### config.mk
export PLATFORM = sky130hd
export DESIGN_NAME = dring_qeng
export DESIGN_NICKNAME = d
export VERILOG_FILES = /design/src/rtl/dring_pkg.sv /design/src/rtl/dring_ptr.sv /design/src/rtl/dring_ctl.sv /design/src/rtl/dring_seq.sv /design/src/rtl/dring_qeng.sv
export SDC_FILE = /design/constraint.sdc
export NUM_CORES = 1
export LEC_CHECK = 0
export BUFFER_PORTS_ARGS = -buffer_cell sky130_fd_sc_hd__clkbuf_2
export CORE_UTILIZATION = 47
export DETAILED_ROUTE_END_ITERATION = 8
export PLACE_DENSITY_LB_ADDON = 0.1
export SLEW_MARGIN = 5
export SYNTH_ARGS = -nofsm -noshare
export SYNTH_HDL_FRONTEND = slang
export SYNTH_SLANG_ARGS = --single-unit
### constraint.sdc
create_clock -name clk -period 1.9 [get_ports clk]
set_input_delay 0.095 -clock clk [delete_from_list [all_inputs] [get_ports clk]]
set_output_delay 0.095 -clock clk [all_outputs]
set_load 0.01 [all_outputs]
### src/rtl/dring_pkg.sv
package dring_pkg;
  typedef enum logic [1:0] {
    S_IDLE,
    S_FETCH,
    S_RECV,
    S_POST
  } seq_state_e;

  localparam int CMD_EN_BIT  = 0;
  localparam int CMD_DIS_BIT = 1;
  localparam int CMD_RST_BIT = 2;
  localparam int CMD_FRZ_BIT = 4;

  localparam logic [2:0] RA_CMD   = 3'd0;
  localparam logic [2:0] RA_RQIN  = 3'd1;
  localparam logic [2:0] RA_RQOUT = 3'd2;
  localparam logic [2:0] RA_RSIN  = 3'd3;
  localparam logic [2:0] RA_RSOUT = 3'd4;
  localparam logic [2:0] RA_CAUSE = 3'd5;

  localparam int          CTL_WORD      = 2;
  localparam logic [31:0] CTL_KEEP_MASK = 32'h0001_F03F;
endpackage

### src/rtl/dring_ptr.sv
module dring_ptr #(
  parameter int IDX_W = 5
) (
  input  logic             clk,
  input  logic             rst_n,
  input  logic             clr,
  input  logic             ld,
  input  logic [IDX_W-1:0] ld_val,
  input  logic             inc,
  output logic [IDX_W-1:0] idx
);
  always_ff @(posedge clk or negedge rst_n) begin
    if (!rst_n)    idx <= '0;
    else if (clr)  idx <= '0;
    else if (ld)   idx <= ld_val;
    else if (inc)  idx <= idx + IDX_W'(1);
  end
endmodule

### src/rtl/dring_ctl.sv
module dring_ctl
  import dring_pkg::*;
#(
  parameter int DATA_W = 32
) (
  input  logic              clk,
  input  logic              rst_n,
  input  logic              cmd_wr,
  input  logic [DATA_W-1:0] cmd_data,
  input  logic              seq_idle,
  output logic              running,
  output logic              freeze,
  output logic              stop_pend,
  output logic              chan_rst
);
  assign chan_rst = cmd_wr && cmd_data[CMD_RST_BIT];

  always_ff @(posedge clk or negedge rst_n) begin
    if (!rst_n) begin
      running   <= 1'b0;
      freeze    <= 1'b0;
      stop_pend <= 1'b0;
    end else if (chan_rst) begin
      running   <= 1'b0;
      freeze    <= 1'b0;
      stop_pend <= 1'b0;
    end else begin
      if (cmd_wr) freeze <= cmd_data[CMD_FRZ_BIT];
      if (cmd_wr && cmd_data[CMD_DIS_BIT]) begin
        if (running) stop_pend <= 1'b1;
      end else if (cmd_wr && cmd_data[CMD_EN_BIT] && !running) begin
        running <= 1'b1;
      end
      if (stop_pend && seq_idle) begin
        running   <= 1'b0;
        stop_pend <= 1'b0;
      end
    end
  end
endmodule

### src/rtl/dring_seq.sv
module dring_seq
  import dring_pkg::*;
#(
  parameter int IDX_W     = 5,
  parameter int ADDR_W    = 32,
  parameter int DATA_W    = 32,
  parameter int REQ_WORDS = 8,
  parameter int REQ_SHIFT = 5,
  parameter int RS_SHIFT  = 3
) (
  input  logic              clk,
  input  logic              rst_n,
  input  logic              abort,
  input  logic              go,
  input  logic [IDX_W-1:0]  rq_in,
  input  logic [IDX_W-1:0]  rq_out,
  input  logic [IDX_W-1:0]  rs_in,
  input  logic [IDX_W-1:0]  rs_out,
  input  logic [ADDR_W-1:0] rq_base,
  input  logic [ADDR_W-1:0] rs_base,
  output logic              fetch_valid,
  input  logic              fetch_ready,
  output logic [ADDR_W-1:0] fetch_addr,
  input  logic              desc_valid,
  output logic              desc_ready,
  input  logic [DATA_W-1:0] desc_data,
  output logic              post_valid,
  input  logic              post_ready,
  output logic [ADDR_W-1:0] post_addr,
  output logic [DATA_W-1:0] post_data,
  output logic              rq_inc,
  output logic              rs_inc,
  output logic              idle
);
  localparam int WC_W = (REQ_WORDS > 1) ? $clog2(REQ_WORDS) : 1;

  seq_state_e        state;
  logic [WC_W-1:0]   wcnt;
  logic [DATA_W-1:0] ctl_q;
  logic              req_avail;
  logic              rs_room;
  logic              last_word;

  assign rs_room    = (rs_in + IDX_W'(1)) != rs_out;
  assign req_avail  = (rq_out != rq_in) && rs_room;
  assign last_word  = wcnt == WC_W'(REQ_WORDS - 1);

  assign fetch_valid = state == S_FETCH;
  assign desc_ready  = state == S_RECV;
  assign post_valid  = state == S_POST;
  assign idle        = state == S_IDLE;
  assign rq_inc      = (state == S_RECV) && desc_valid && last_word;
  assign rs_inc      = (state == S_POST) && post_ready;
  assign post_data   = ctl_q & DATA_W'(CTL_KEEP_MASK);

  always_ff @(posedge clk or negedge rst_n) begin
    if (!rst_n) begin
      state      <= S_IDLE;
      wcnt       <= '0;
      ctl_q      <= '0;
      fetch_addr <= '0;
      post_addr  <= '0;
    end else if (abort) begin
      state <= S_IDLE;
      wcnt  <= '0;
    end else begin
      unique case (state)
        S_IDLE: begin
          if (go && req_avail) begin
            fetch_addr <= rq_base | (ADDR_W'(rq_out) << REQ_SHIFT);
            state      <= S_FETCH;
          end
        end
        S_FETCH: begin
          if (fetch_ready) begin
            wcnt  <= '0;
            state <= S_RECV;
          end
        end
        S_RECV: begin
          if (desc_valid) begin
            if (wcnt == WC_W'(CTL_WORD)) ctl_q <= desc_data;
            if (last_word) begin
              post_addr <= rs_base | (ADDR_W'(rs_in) << RS_SHIFT);
              state     <= S_POST;
            end else begin
              wcnt <= wcnt + WC_W'(1);
            end
          end
        end
        S_POST: begin
          if (post_ready) state <= S_IDLE;
        end
        default: state <= S_IDLE;
      endcase
    end
  end
endmodule

### src/rtl/dring_qeng.sv
module dring_qeng
  import dring_pkg::*;
#(
  parameter int IDX_W     = 5,
  parameter int ADDR_W    = 32,
  parameter int DATA_W    = 32,
  parameter int REQ_WORDS = 8,
  parameter int RSP_BYTES = 8,
  parameter int NPORT     = 2,
  parameter int PORT_SEL  = 0
) (
  input  logic              clk,
  input  logic              rst_n,
  input  logic              reg_wr_en,
  input  logic [2:0]        reg_addr,
  input  logic [DATA_W-1:0] reg_wdata,
  output logic [DATA_W-1:0] reg_rdata,
  output logic              fetch_valid,
  input  logic              fetch_ready,
  output logic [ADDR_W-1:0] fetch_addr,
  input  logic              desc_valid,
  output logic              desc_ready,
  input  logic [DATA_W-1:0] desc_data,
  output logic              post_valid,
  input  logic              post_ready,
  output logic [ADDR_W-1:0] post_addr,
  output logic [DATA_W-1:0] post_data,
  output logic              irq
);
  localparam int REQ_BYTES   = REQ_WORDS * (DATA_W / 8);
  localparam int REQ_SHIFT   = $clog2(REQ_BYTES);
  localparam int RS_SHIFT    = $clog2(RSP_BYTES);
  localparam int RQ_BASE_LSB = REQ_SHIFT + IDX_W;
  localparam int RS_BASE_LSB = RS_SHIFT + IDX_W;

  logic cmd_wr, rqin_wr, rsout_wr, cause_wr;
  assign cmd_wr   = reg_wr_en && (reg_addr == RA_CMD);
  assign rqin_wr  = reg_wr_en && (reg_addr == RA_RQIN);
  assign rsout_wr = reg_wr_en && (reg_addr == RA_RSOUT);
  assign cause_wr = reg_wr_en && (reg_addr == RA_CAUSE);

  logic [ADDR_W-1:RQ_BASE_LSB] rq_base_q;
  logic [ADDR_W-1:RS_BASE_LSB] rs_base_q;
  logic [ADDR_W-1:0]           rq_base_full, rs_base_full;

  always_ff @(posedge clk or negedge rst_n) begin
    if (!rst_n) begin
      rq_base_q <= '0;
      rs_base_q <= '0;
    end else begin
      if (rqin_wr)  rq_base_q <= reg_wdata[ADDR_W-1:RQ_BASE_LSB];
      if (rsout_wr) rs_base_q <= reg_wdata[ADDR_W-1:RS_BASE_LSB];
    end
  end
  assign rq_base_full = {rq_base_q, {RQ_BASE_LSB{1'b0}}};
  assign rs_base_full = {rs_base_q, {RS_BASE_LSB{1'b0}}};

  logic             run_w, freeze_w, stop_w, chan_rst, seq_idle;
  logic             rq_inc, rs_inc;
  logic [IDX_W-1:0] rq_in_w, rq_out_w, rs_in_w, rs_out_w;

  dring_ptr #(.IDX_W(IDX_W)) u_rq_in (
    .clk(clk), .rst_n(rst_n), .clr(chan_rst), .ld(rqin_wr),
    .ld_val(reg_wdata[REQ_SHIFT +: IDX_W]), .inc(1'b0), .idx(rq_in_w)
  );
  dring_ptr #(.IDX_W(IDX_W)) u_rq_out (
    .clk(clk), .rst_n(rst_n), .clr(chan_rst), .ld(1'b0),
    .ld_val('0), .inc(rq_inc), .idx(rq_out_w)
  );
  dring_ptr #(.IDX_W(IDX_W)) u_rs_in (
    .clk(clk), .rst_n(rst_n), .clr(chan_rst), .ld(1'b0),
    .ld_val('0), .inc(rs_inc), .idx(rs_in_w)
  );
  dring_ptr #(.IDX_W(IDX_W)) u_rs_out (
    .clk(clk), .rst_n(rst_n), .clr(chan_rst), .ld(rsout_wr),
    .ld_val(reg_wdata[RS_SHIFT +: IDX_W]), .inc(1'b0), .idx(rs_out_w)
  );

  dring_ctl #(.DATA_W(DATA_W)) u_ctl (
    .clk(clk), .rst_n(rst_n), .cmd_wr(cmd_wr), .cmd_data(reg_wdata),
    .seq_idle(seq_idle), .running(run_w), .freeze(freeze_w),
    .stop_pend(stop_w), .chan_rst(chan_rst)
  );

  dring_seq #(
    .IDX_W(IDX_W), .ADDR_W(ADDR_W), .DATA_W(DATA_W), .REQ_WORDS(REQ_WORDS),
    .REQ_SHIFT(REQ_SHIFT), .RS_SHIFT(RS_SHIFT)
  ) u_seq (
    .clk(clk), .rst_n(rst_n), .abort(chan_rst),
    .go(run_w && !freeze_w && !stop_w),
    .rq_in(rq_in_w), .rq_out(rq_out_w), .rs_in(rs_in_w), .rs_out(rs_out_w),
    .rq_base(rq_base_full), .rs_base(rs_base_full),
    .fetch_valid(fetch_valid), .fetch_ready(fetch_ready), .fetch_addr(fetch_addr),
    .desc_valid(desc_valid), .desc_ready(desc_ready), .desc_data(desc_data),
    .post_valid(post_valid), .post_ready(post_ready), .post_addr(post_addr),
    .post_data(post_data), .rq_inc(rq_inc), .rs_inc(rs_inc), .idle(seq_idle)
  );

  logic [NPORT-1:0] cause_q;
  for (genvar p = 0; p < NPORT; p++) begin : g_cause
    logic bit_q;
    always_ff @(posedge clk or negedge rst_n) begin
      if (!rst_n)                            bit_q <= 1'b0;
      else if ((p == PORT_SEL) && rs_inc)    bit_q <= 1'b1;
      else if (cause_wr && !reg_wdata[p])    bit_q <= 1'b0;
    end
    assign cause_q[p] = bit_q;
  end
  assign irq = |cause_q;

  always_comb begin
    reg_rdata = '0;
    unique case (reg_addr)
      RA_CMD: begin
        reg_rdata[CMD_EN_BIT]  = run_w;
        reg_rdata[CMD_FRZ_BIT] = freeze_w;
      end
      RA_RQIN:  reg_rdata = DATA_W'(rq_base_full) | (DATA_W'(rq_in_w)  << REQ_SHIFT);
      RA_RQOUT: reg_rdata = DATA_W'(rq_base_full) | (DATA_W'(rq_out_w) << REQ_SHIFT);
      RA_RSIN:  reg_rdata = DATA_W'(rs_base_full) | (DATA_W'(rs_in_w)  << RS_SHIFT);
      RA_RSOUT: reg_rdata = DATA_W'(rs_base_full) | (DATA_W'(rs_out_w) << RS_SHIFT);
      RA_CAUSE: reg_rdata[NPORT-1:0] = cause_q;
      default:  reg_rdata = '0;
    endcase
  end
endmodule

==> impl_metrics.env, run 1 <==
export IMPL_overflow=0
export IMPL_cts_root_buf="clkbuf_16"
export IMPL_criticalPathCategory="flop to flop"
export IMPL_worstPathArrival_ps=2240
export IMPL_start_util_pct=47.9
export IMPL_clock_skew_ps=9.27
export IMPL_cts_path_max_buffers=2
export IMPL_post_route_min_period_ps=1940
export IMPL_die_area_mm2=0.0146
export IMPL_syn_cell_area_mm2=0.00663
export IMPL_layout_drive_gt1_share_pct=42.1
export IMPL_ys_types=47
export IMPL_crit_start="u_rs_in.idx[1]"
export IMPL_dp_worst_setup_slack_ps=-137
export IMPL_holdPathEnd="u_ctl.freeze"
export IMPL_grt_max_degree=57
export IMPL_end_kind="flop"
export IMPL_ys_warn_count=0
export IMPL_ys_seq_area_share_pct=53.6
export IMPL_avgSynthCellArea_um2=11.8
export IMPL_hold_depth=3
export IMPL_place_congestion=0.879
export IMPL_power_density_mw_per_mm2=1150
export IMPL_setup_viol=23
export IMPL_num_vias=4946
export IMPL_r2r_end="u_seq.fetch_addr[23]"
export IMPL_avgViaCountPerCell=5.07
export IMPL_reg2reg_from="u_rs_in.idx[1]"
export IMPL_fin_ws_ps=-43.9
export IMPL_max_slew_margin_pct=63.1
export IMPL_critPathTopFamily="compound AO/OA/AOI/OAI gates"
export IMPL_portBuffers=152
export IMPL_diodes=0
export IMPL_worst_path_buf_inv=1
export IMPL_crit_chain="ha_4 -> o21ba_4 -> a22oi_2 -> o2111ai_2 -> and3_4 -> buf_12 -> mux2_4"
export IMPL_grt_antenna_before_repair=0
export IMPL_final_cell_mix="clkbuf_2 (151), dfrtp_1 (140), nand2_1 (101), mux2_2 (72), dlygate4sd3_1 (43)"
export IMPL_coreArea_mm2=0.0138
export IMPL_critPathMaxStageDelay_ps=410
export IMPL_worstHoldStart="reg_wdata[2]"
export IMPL_violations="setup timing"
export IMPL_critical_path_required_ps=2200
export IMPL_r2r_setup_slack_ps=-40
export IMPL_drv_cap=0
export IMPL_numCtsBuffers=17
export IMPL_outcome="finished, violations left"
export IMPL_die_w_um=121
export IMPL_hold_violations=0
export IMPL_fillers=1098
export IMPL_wire_per_inst_um=16.6
export IMPL_drtAntennaViolNets=0
export IMPL_async_reset_ff_share_pct=100
export IMPL_multi_input_area_mm2=0.00283
export IMPL_synth_seq_cells=142
export IMPL_htreeDepth=4
export IMPL_synth_edf_count=0
export IMPL_r2r_cells=7
export IMPL_grt_pass1_vias=4938
export IMPL_power_leakage_nw=4.52
export IMPL_cp_slowest_cell="dfrtp_1"
export IMPL_path_clk_slew_ps=60
export IMPL_register_area_mm2=0.00356
export IMPL_drc=0
export IMPL_layout_commonest_cell="clkbuf_2"
export IMPL_dpl_cell_area_mm2=0.00775
export IMPL_grt_setup_unrepaired="true"
export IMPL_drtIter0Drc=248
export IMPL_cp_max_fo=13
export IMPL_grt_usage_pct=23.7
export IMPL_crit_path_start_kind="flop"
export IMPL_dpl_hpwl_mm=11.2
export IMPL_fin_nets=865
export IMPL_design_area_mm2=0.00884
export IMPL_dr_pass1_iters=6
export IMPL_synth_cells=560
export IMPL_hp_class="input port to flop"
export IMPL_ioPinCount=205
export IMPL_fp_dieH_um=121
export IMPL_fmax_ghz=0.514
export IMPL_cts_sinks=142
export IMPL_cts_tree="built"
export IMPL_period_share_pct=102
export IMPL_wirelength_mm=16.2
export IMPL_tightestPinTransition_ps=554
export IMPL_ir_worst_vdd_mv=0.589
export IMPL_slew_viol_final=0
export IMPL_synth_ff_type="dfrtp_1"
export IMPL_fp_row_count=43
export IMPL_grt_pass1_wl_mm=26.0
export IMPL_areaGrowthSynthToFinish_pct=33.3
export IMPL_insertion_delay_ps=420
worst register-to-register path: stages, from the launching register on:
cell	delay, ps
dfrtp_1	410
ha_4	200
o21ba_4	200
a22oi_2	190
o2111ai_2	140
and3_4	220
buf_12	160
mux2_4	300
synthesized netlist by cell type (3+ instances only):
cell type / count / area share, %
mux2_4: 20 / 4.5
a22o_1: 22 / 2.9
a21oi_1: 11 / 0.83
inv_1: 7 / 0.40
nand4_1: 4 / 0.38
mux2_2: 73 / 12
nand3_1: 6 / 0.45
ha_1: 9 / 1.7
a22oi_1: 5 / 0.57
buf_2: 6 / 0.45
dfrtp_1: 142 / 54
nor2_1: 18 / 1.0
xnor2_1: 9 / 1.2
o21ai_0: 13 / 0.98
and3_1: 4 / 0.38
clkbuf_1: 17 / 0.96
nor3b_1: 3 / 0.34
mux2i_1: 9 / 1.4
xor2_1: 9 / 1.2
nand2_1: 101 / 5.7
buf_6: 3 / 0.51
buf_4: 31 / 3.5
nor2b_1: 5 / 0.47
state kept, by name, indices dropped and copies added (netlist names), 11 cells and up:
signal / cells
u_seq.ctl_q: 11
rs_base_q: 24
rq_base_q: 22
u_seq.fetch_addr: 27
u_seq.post_addr: 29
repair_timing:
| action | CTS | global route |
|---|---|---|
| pin swaps | 1 | 2 |
| hold buffers | 43 | 0 |
| buffers inserted | 2 | 0 |
| resized for setup | 3 | 6 |
| endpoints found under the setup margin | 26 | 28 |
| endpoints found under the hold margin | 123 | 0 |
stage by stage:
| step | hold WS [ps] | total power, W | setup TNS (ps) | utilization, % | cells |
|---|---|---|---|---|---|
| detailed placement | 113 | 0.00673 | -3130 | 56.0 | 899 |
| finish | 19.1 | 0.0102 | -692 | 63.9 | 976 |
| global route | 22.5 | 0.0107 | -2280 | 63.9 | 976 |
| global placement | 112 | 0.00662 | -2870 | 56.0 | 899 |
| CTS | 0.461 | 0.0102 | -1020 | 63.7 | 976 |
| floorplan | -201 | 0.00574 | -877 | - | 590 |
layer usage:
layer	up-vias	part of all wire (%)	track usage, %
met5	-	0	0
met4	0	1.4	8.33
met1	2456	44	30.3
met2	155	50	40.1
li1	2317	-	-
met3	18	4.4	4.58
logic make-up (layout without fill, tap and decap cells):
family / count (synthesis) / in the layout / share of synthesized area, %
AO/OA/AOI/OAI: 65 / 65 / 7.00
XOR/XNOR: 18 / 18 / 2.38
adder cells (fa/ha/maj): 9 / 9 / 1.70
buffers and inverters: 68 / 274 / 6.55
flip-flops: 142 / 142 / 53.6
multiplexers: 102 / 102 / 18.3
other: 1 / 31 / 0.0566
AND/OR/NAND/NOR: 155 / 155 / 10.4
final cells by class:
class	instances	share of cell area, %
flip-flops and latches	142	40.2
multi-input cells	380	32.0
repair buffers	235	18.1
clock buffers	23	5.64
well taps	180	2.55
clock inverters	9	1.19
inverters	7	0.297
power by group:
| group | internal, W | total, W | leakage, nW | switching (W) |
|---|---|---|---|---|
| Sequential | 0.00367 | 0.00415 | 1.84 | 0.000485 |
| Clock | 0.00210 | 0.00335 | 0.299 | 0.00124 |
| Combinational | 0.00141 | 0.00266 | 2.38 | 0.00125 |
| Total | 0.00718 | 0.0102 | 4.52 | 0.00298 |
worst max-delay path by stage:
| stage | end | slack, ps | depth (start not counted) |
|---|---|---|---|
| detailed placement | u_seq.fetch_addr[29] | -140 | 7 |
| CTS | u_seq.fetch_addr[23] | -50 | 7 |
| floorplan | u_seq.fetch_addr[10] | -40 | 8 |
| global placement | u_seq.fetch_addr[25] | -120 | 7 |
| global route | u_seq.fetch_addr[25] | -100 | 7 |
| finish | u_seq.fetch_addr[23] | -40 | 7 |
No activity file was read; power rests on OpenSTA's default activity.
==> run 2, diff against run 1 <==
--- a/config.mk
+++ b/config.mk
@@ -6,6 +6,7 @@
 export NUM_CORES = 1
 export LEC_CHECK = 0
 export BUFFER_PORTS_ARGS = -buffer_cell sky130_fd_sc_hd__clkbuf_2
+export CORE_MARGIN = 1.5
 export CORE_UTILIZATION = 47
 export DETAILED_ROUTE_END_ITERATION = 8
 export PLACE_DENSITY_LB_ADDON = 0.1
==> run 2 against run 1 <==
Against the previous run:
- the run still ends with setup timing left
- clock power is 3% higher
- non-clock buffer count decreased by 6
- wire length shrank 2.2%
- total power up 0.75%
- critical path type unchanged
- largest cell class unchanged
==> impl_metrics.env, run 2 (same netlist as run 1, synthesis figures left out) <==
export IMPL_grt_pass1_vias=4890
export IMPL_crit_path_start_kind="flop"
export IMPL_power_leakage_nw=4.50
export IMPL_reg2reg_from="u_rs_in.idx[1]"
export IMPL_areaGrowthSynthToFinish_pct=32.8
export IMPL_drtAntennaViolNets=0
export IMPL_hp_class="input port to flop"
export IMPL_wirelength_mm=15.9
export IMPL_r2r_setup_slack_ps=-70
export IMPL_portBuffers=152
export IMPL_num_vias=4953
export IMPL_drc=0
export IMPL_overflow=0
export IMPL_wire_per_inst_um=16.4
export IMPL_coreArea_mm2=0.0138
export IMPL_cp_slowest_cell="dfrtp_1"
export IMPL_grt_antenna_before_repair=0
export IMPL_diodes=0
export IMPL_post_route_min_period_ps=1970
export IMPL_biggestRegsByFlops="u_seq.post_addr (29), u_seq.fetch_addr (27), rs_base_q (24)"
export IMPL_ir_worst_vdd_mv=0.566
export IMPL_hold_worst_slack_ps=14.9
export IMPL_total_power_w=0.0102
export IMPL_setup_viol=26
export IMPL_final_cell_mix="clkbuf_2 (151), dfrtp_1 (140), nand2_1 (101), mux2_2 (73), dlygate4sd3_1 (43)"
export IMPL_insertion_delay_ps=420
export IMPL_worst_path_buf_inv=1
export IMPL_place_congestion=0.851
export IMPL_fp_row_count=43
export IMPL_cp_max_fo=19
export IMPL_fp_dieH_um=122
export IMPL_grt_max_degree=65
export IMPL_critPathTopFamily="compound AO/OA/AOI/OAI gates"
export IMPL_cts_sinks=142
export IMPL_ioPinCount=205
export IMPL_largest_register_ffs=29
export IMPL_violations="setup timing"
export IMPL_criticalPathCategory="flop to flop"
export IMPL_htreeDepth=4
export IMPL_outcome="finished, violations left"
export IMPL_die_area_mm2=0.0148
export IMPL_hold_depth=3
export IMPL_dpl_hpwl_mm=10.9
export IMPL_dr_pass1_iters=4
export IMPL_drtIter0Drc=289
export IMPL_fmax_ghz=0.508
export IMPL_r2r_end="u_seq.fetch_addr[13]"
export IMPL_holdPathEnd="u_ctl.freeze"
export IMPL_numCtsBuffers=17
export IMPL_slew_viol_final=0
export IMPL_crit_chain="ha_4 -> o21ba_4 -> a22oi_2 -> o2111ai_2 -> and3_4 -> buf_12 -> mux2_4"
export IMPL_die_w_um=122
export IMPL_end_kind="flop"
export IMPL_drv_cap=0
export IMPL_cts_tree="built"
export IMPL_grt_pass1_wl_mm=25.1
export IMPL_layout_commonest_cell="clkbuf_2"
export IMPL_start_util_pct=47.9
export IMPL_layout_drive_gt1_share_pct=41.3
export IMPL_dp_cells=894
export IMPL_grt_setup_unrepaired="true"
export IMPL_path_clk_slew_ps=60
export IMPL_fillers=1115
export IMPL_grt_usage_pct=22.2
export IMPL_avgViaCountPerCell=5.11
export IMPL_fin_ws_ps=-67.1
export IMPL_fin_util_pct=63.7
export IMPL_clock_skew_ps=8.45
export IMPL_critical_path_required_ps=2200
export IMPL_worstHoldStart="reg_wdata[2]"
export IMPL_worstPathArrival_ps=2270
export IMPL_hold_violations=0
export IMPL_regMostFlops="u_seq.post_addr"
export IMPL_r2r_cells=7
export IMPL_cts_path_max_buffers=2
export IMPL_layoutNonFillerInstCount=969
export IMPL_critPathMaxStageDelay_ps=410
export IMPL_cts_root_buf="clkbuf_16"
export IMPL_period_share_pct=104
export IMPL_fin_nets=859
export IMPL_power_density_mw_per_mm2=1160
## run 2: cell count changes in the layout (fill, tap and decap cells not counted), moves of 2 or more
cell / change
buf_4: -7
clkbuf_8: -4
bufinv_16: +2
clkinv_4: +2
## run 2: metal layers
metal | routed length (um) | track usage [%] | share of wire, % | vias to the layer above
met2 | 7990 | 37.6 | 50 | 154
met3 | 727 | 4.82 | 4.6 | 18
met4 | 214 | 7.50 | 1.3 | 0
met1 | 6960 | 28.3 | 44 | 2479
li1 | - | - | - | 2302
met5 | 0 | 0 | 0 | -
## run 2: area by class of cell
type / count / area [um2] / area share [%]
inverter: 7 / 26.3 / 0.299
sequential: 142 / 3560 / 40.4
timing repair buffer: 229 / 1570 / 17.8
tap: 180 / 225 / 2.56
clock buffer: 20 / 447 / 5.07
clock inverter: 11 / 166 / 1.89
multi-input combinational: 380 / 2820 / 32.0
## run 2: worst max-delay path by stage
| stage | from | to | slack, ps | cells after the start |
|---|---|---|---|---|
| 4_1_cts | u_rs_in.idx[1] | u_seq.fetch_addr[20] | -50 | 7 |
| 2_1_floorplan | u_rs_in.idx[0] | u_seq.fetch_addr[10] | -40 | 8 |
| 3_3_place_gp | u_rs_in.idx[0] | u_seq.fetch_addr[13] | -20 | 7 |
| 5_1_grt | u_rs_in.idx[1] | u_seq.fetch_addr[13] | -120 | 7 |
| 6_report | u_rs_in.idx[1] | u_seq.fetch_addr[13] | -70 | 7 |
| 3_5_place_dp | u_rs_in.idx[1] | u_seq.fetch_addr[15] | -100 | 7 |
## run 2: timing repair
action	4_1_cts	5_1_grt
endpoints found under the setup margin	26	56
buffers inserted	1	0
hold buffers	43	0
hold endpoints to repair	212	0
resized for setup	4	3
## run 2: worst reg2reg max path, delay by kind of cell, from the launching register on
family,cells,cell delay [ps]
buf+inv,1,170
fa+ha+maj,1,200
compound gates,3,540
mux,1,320
simple gates,1,210
flops,1,410
## run 2: report_power, final
| part | leakage (nW) | switching (W) | internal (W) |
|---|---|---|---|
| registers | 1.84 | 0.000474 | 0.00367 |
| clock network | 0.304 | 0.00123 | 0.00222 |
| logic | 2.35 | 0.00126 | 0.00139 |
| total | 4.50 | 0.00296 | 0.00728 |
## run 2: through the flow
step | setup TNS [ps] | worst slack (ps) | instance area [um2]
floorplan | -877 | -43.8 | 6790
global placement | -435 | -23.7 | 7720
detailed placement | -2230 | -98.9 | 7720
CTS | -759 | -48.0 | 8800
global route | -2590 | -116 | 8800
finish | -1390 | -67.1 | 8800
==> run 3, diff against run 2 <==
--- a/config.mk
+++ b/config.mk
@@ -7,10 +7,11 @@
 export LEC_CHECK = 0
 export BUFFER_PORTS_ARGS = -buffer_cell sky130_fd_sc_hd__clkbuf_2
 export CORE_MARGIN = 1.5
-export CORE_UTILIZATION = 47
+export CORE_UTILIZATION = 59
 export DETAILED_ROUTE_END_ITERATION = 8
 export PLACE_DENSITY_LB_ADDON = 0.1
 export SLEW_MARGIN = 5
 export SYNTH_ARGS = -nofsm -noshare
 export SYNTH_HDL_FRONTEND = slang
+export SYNTH_HIERARCHICAL = 1
 export SYNTH_SLANG_ARGS = --single-unit
==> constraint.sdc (replaced) <==
create_clock -name clk -period 2.5 [get_ports clk]
set_input_delay 0.125 -clock clk [delete_from_list [all_inputs] [get_ports clk]]
set_output_delay 0.125 -clock clk [all_outputs]
set_load 0.01 [all_outputs]
==> run 3 against run 2 <==
Against the previous run:
- the flow now finishes without violations
- wire length increased by 22%
- final cell count grew 12%
- design area grew 18%
- global-route usage increased by 4.6 points
- clock power decreased by 23%
- worst hold slack better by 3.2 ps
- via count increased by 22%
- synthesized area rose by 26%
- die area rose by 0.22%
- critical path depth is the same
- sequential power fell by 14%
- total power shrank 13%
==> impl_metrics.env, run 3 <==
export IMPL_hold_buffers=40
export IMPL_register_area_mm2=0.00375
export IMPL_drtAntennaViolNets=0
export IMPL_cts_root_buf="clkbuf_16"
export IMPL_wire_per_inst_um=17.9
export IMPL_criticalPathCategory="flop to flop"
export IMPL_power_leakage_nw=5.25
export IMPL_grt_antenna_before_repair=0
export IMPL_power_density_mw_per_mm2=864
export IMPL_die_area_mm2=0.0149
export IMPL_wirelength_mm=19.5
export IMPL_overflow=0
export IMPL_fmax_ghz=0.430
export IMPL_ys_top_cells_by_area="dfrtp_1 (45%), mux2_4 (11%), or4bb_1 (7.0%)"
export IMPL_drtIter0Drc=327
export IMPL_period_share_pct=93.0
export IMPL_hold_depth=3
export IMPL_r2r_cells=7
export IMPL_dp_worst_setup_slack_ps=182
export IMPL_fin_nets=981
export IMPL_grt_usage_pct=26.8
export IMPL_end_kind="flop"
export IMPL_synth_cells=657
export IMPL_gr_usage_met1_pct=34.4
export IMPL_ys_warn_count=6
export IMPL_top_usage_layer="met2"
export IMPL_cp_max_fo=32
export IMPL_critical_path_required_ps=2800
export IMPL_drv_cap=0
export IMPL_synth_top_family_by_area="multiplexers"
export IMPL_synth_xor_area_share_pct=2.84
export IMPL_biggestRegsByFlops="u_seq/fetch_addr (32), u_seq/post_addr (32), rs_base_q (24)"
export IMPL_grt_use_met2_pct=44.6
export IMPL_multi_input_area_mm2=0.00424
export IMPL_p_comb_share_pct=30.6
export IMPL_setup_viol=0
export IMPL_design_area_mm2=0.0104
export IMPL_cp_depth=7
export IMPL_synth_top_area_cell="dfrtp_1"
export IMPL_layout_commonest_cell="clkbuf_2"
export IMPL_outcome="complete, no violations"
export IMPL_layout_drive_gt1_share_pct=37.0
export IMPL_max_slew_margin_pct=53.3
export IMPL_worstPathArrival_ps=2630
export IMPL_yosys_area_top_type_share_pct=45.0
export IMPL_power_frac_seq_pct=39.8
export IMPL_num_vias=6036
export IMPL_reg2reg_from="u_rs_in/idx[1]"
export IMPL_fin_ws_ps=175
export IMPL_setup_tns_ps=0
export IMPL_dpl_cell_area_mm2=0.00934
export IMPL_ioPinCount=205
export IMPL_ys_types=52
export IMPL_synth_compound_area_share_pct=6.63
export IMPL_grtUsageMet3_pct=5.15
export IMPL_areaGrowthSynthToFinish_pct=24.2
export IMPL_die_w_um=122
export IMPL_critPathMaxStageDelay_ps=400
export IMPL_p_sw_share_pct=31.1
export IMPL_synth_edf_count=0
export IMPL_tightestPinTransition_ps=700
export IMPL_synth_mux_area_fraction_pct=23.3
export IMPL_fp_dieH_um=122
export IMPL_async_reset_ff_share_pct=100
export IMPL_cts_tree="built"
export IMPL_cts_path_max_buffers=2
export IMPL_fillers=949
export IMPL_ys_seq_area_share_pct=45.0
export IMPL_numCtsBuffers=17
export IMPL_fin_util_pct=74.9
export IMPL_synth_most_common_cell="dfrtp_1"
export IMPL_hp_class="input port to flop"
export IMPL_grt_pass1_wl_mm=30.9
export IMPL_clock_skew_ps=6.51
export IMPL_grt_pass1_vias=6168
export IMPL_path_clk_slew_ps=60
export IMPL_avgSynthCellArea_um2=12.7
export IMPL_insertion_delay_ps=420
export IMPL_dpl_hpwl_mm=12.7
export IMPL_grt_max_degree=77
export IMPL_slew_viol_final=0
export IMPL_worstHoldStart="reg_wdata[4]"
export IMPL_r2r_setup_slack_ps=170
export IMPL_post_route_min_period_ps=2330
export IMPL_r2r_end="u_seq/fetch_addr[27]"
export IMPL_final_cell_mix="clkbuf_2 (158), dfrtp_1 (150), mux2_4 (63), conb_1 (63), or4bb_1 (52)"
export IMPL_power_switching_w=0.00279
export IMPL_avgViaCountPerCell=5.54
export IMPL_synthSimpleGateAreaFrac_pct=13.4
export IMPL_dr_pass1_iters=5
export IMPL_layoutNonFillerInstCount=1089
export IMPL_ir_worst_vdd_mv=0.476
export IMPL_worst_path_buf_inv=1
export IMPL_drc=0
export IMPL_start_util_pct=60.3
export IMPL_fp_row_count=43
export IMPL_yosys_top_cells_count="dfrtp_1 (150), mux2_4 (63), or4bb_1 (52)"
export IMPL_place_congestion=0.815
export IMPL_postCtsSetupBuffers=0
export IMPL_diodes=0
export IMPL_dp_cells=1017
export IMPL_portBuffers=160
export IMPL_syn_cell_area_mm2=0.00834
export IMPL_synth_seq_cells=150
export IMPL_crit_path_start_kind="flop"
export IMPL_hold_violations=0
export IMPL_synth_adder_area_share_pct=1.80
export IMPL_grt_setup_unrepaired="false"
export IMPL_critPathTopFamily="compound AO/OA/AOI/OAI gates"
export IMPL_holdPathEnd="u_ctl/freeze"
export IMPL_ctsResizeCount=0
export IMPL_pwr_share_clk_pct=29.5
export IMPL_coreArea_mm2=0.0138
export IMPL_cts_sinks=150
export IMPL_htreeDepth=4
export IMPL_crit_chain="ha_1 -> xor2_1 -> a211oi_1 -> o311ai_4 -> nand4_4 -> buf_12 -> mux2_4"
export IMPL_synth_ff_type="dfrtp_1"
export IMPL_cp_slowest_cell="dfrtp_1"
export IMPL_intPower_w=0.00616
==> run 3: worst reg2reg max path: cells and delay by family (launching register included) <==
family | cells | cell delay, ps
muxes | 1 | 350
buffers and inverters | 1 | 280
adders and majority gates | 1 | 290
and+or+nand+nor | 1 | 150
xor gates and xnor gates | 1 | 170
AOI/OAI and AO/OA | 2 | 570
DFF | 1 | 400
==> run 3: area by class of cell <==
cell class	count	share of cell area (%)
inverters	24	0.870
repair buffers	226	13.8
multi-input cells	477	41.0
well taps	180	2.17
clock inverters	6	0.834
clock buffers	26	5.11
flip-flops and latches	150	36.2
==> run 3: power by group through the flow <==
stage	Clock, W	Sequential [W]	Combinational [W]
global placement	0	0.00355	0.00256
floorplan	0	0.00359	0.00178
finish	0.00264	0.00356	0.00274
detailed placement	0	0.00359	0.00267
global route	0.00278	0.00364	0.00299
CTS	0.00268	0.00355	0.00274
==> run 3: through the flow <==
step	hold WS, ps	total power, W
floorplan	-171	0.00537
global placement	194	0.00611
detailed placement	205	0.00626
CTS	2.40	0.00898
global route	5.65	0.00941
finish	18.0	0.00895
==> run 3: kinds of logic after synthesis <==
| logic type | after synthesis |
|---|---|
| AND/OR/NAND/NOR | 141 |
| multiplexers | 156 |
| other | 2 |
| AO/OA/AOI/OAI | 78 |
| adder cells (fa/ha/maj) | 12 |
| flip-flops | 150 |
| buffers and inverters | 91 |
| XOR/XNOR | 27 |
==> run 3: worst max path at each step <==
stage	end	slack, ps	from
final	u_seq/fetch_addr[27]	170	u_rs_in/idx[1]
after global placement	u_seq/fetch_addr[26]	250	u_rs_in/idx[0]
after detailed placement	u_seq/fetch_addr[22]	180	u_rs_in/idx[0]
after global routing	u_seq/fetch_addr[28]	120	u_rs_in/idx[0]
after floorplan	u_seq/post_addr[11]	-100	reg_addr[0]
after CTS	u_seq/fetch_addr[28]	190	u_rs_in/idx[0]
==> run 3: layer usage <==
metal / share of wire [%] / wire length [um]
met1: 43 / 8320
met3: 4.6 / 889
met5: 0 / 0
met2: 50 / 9690
met4: 2.9 / 555
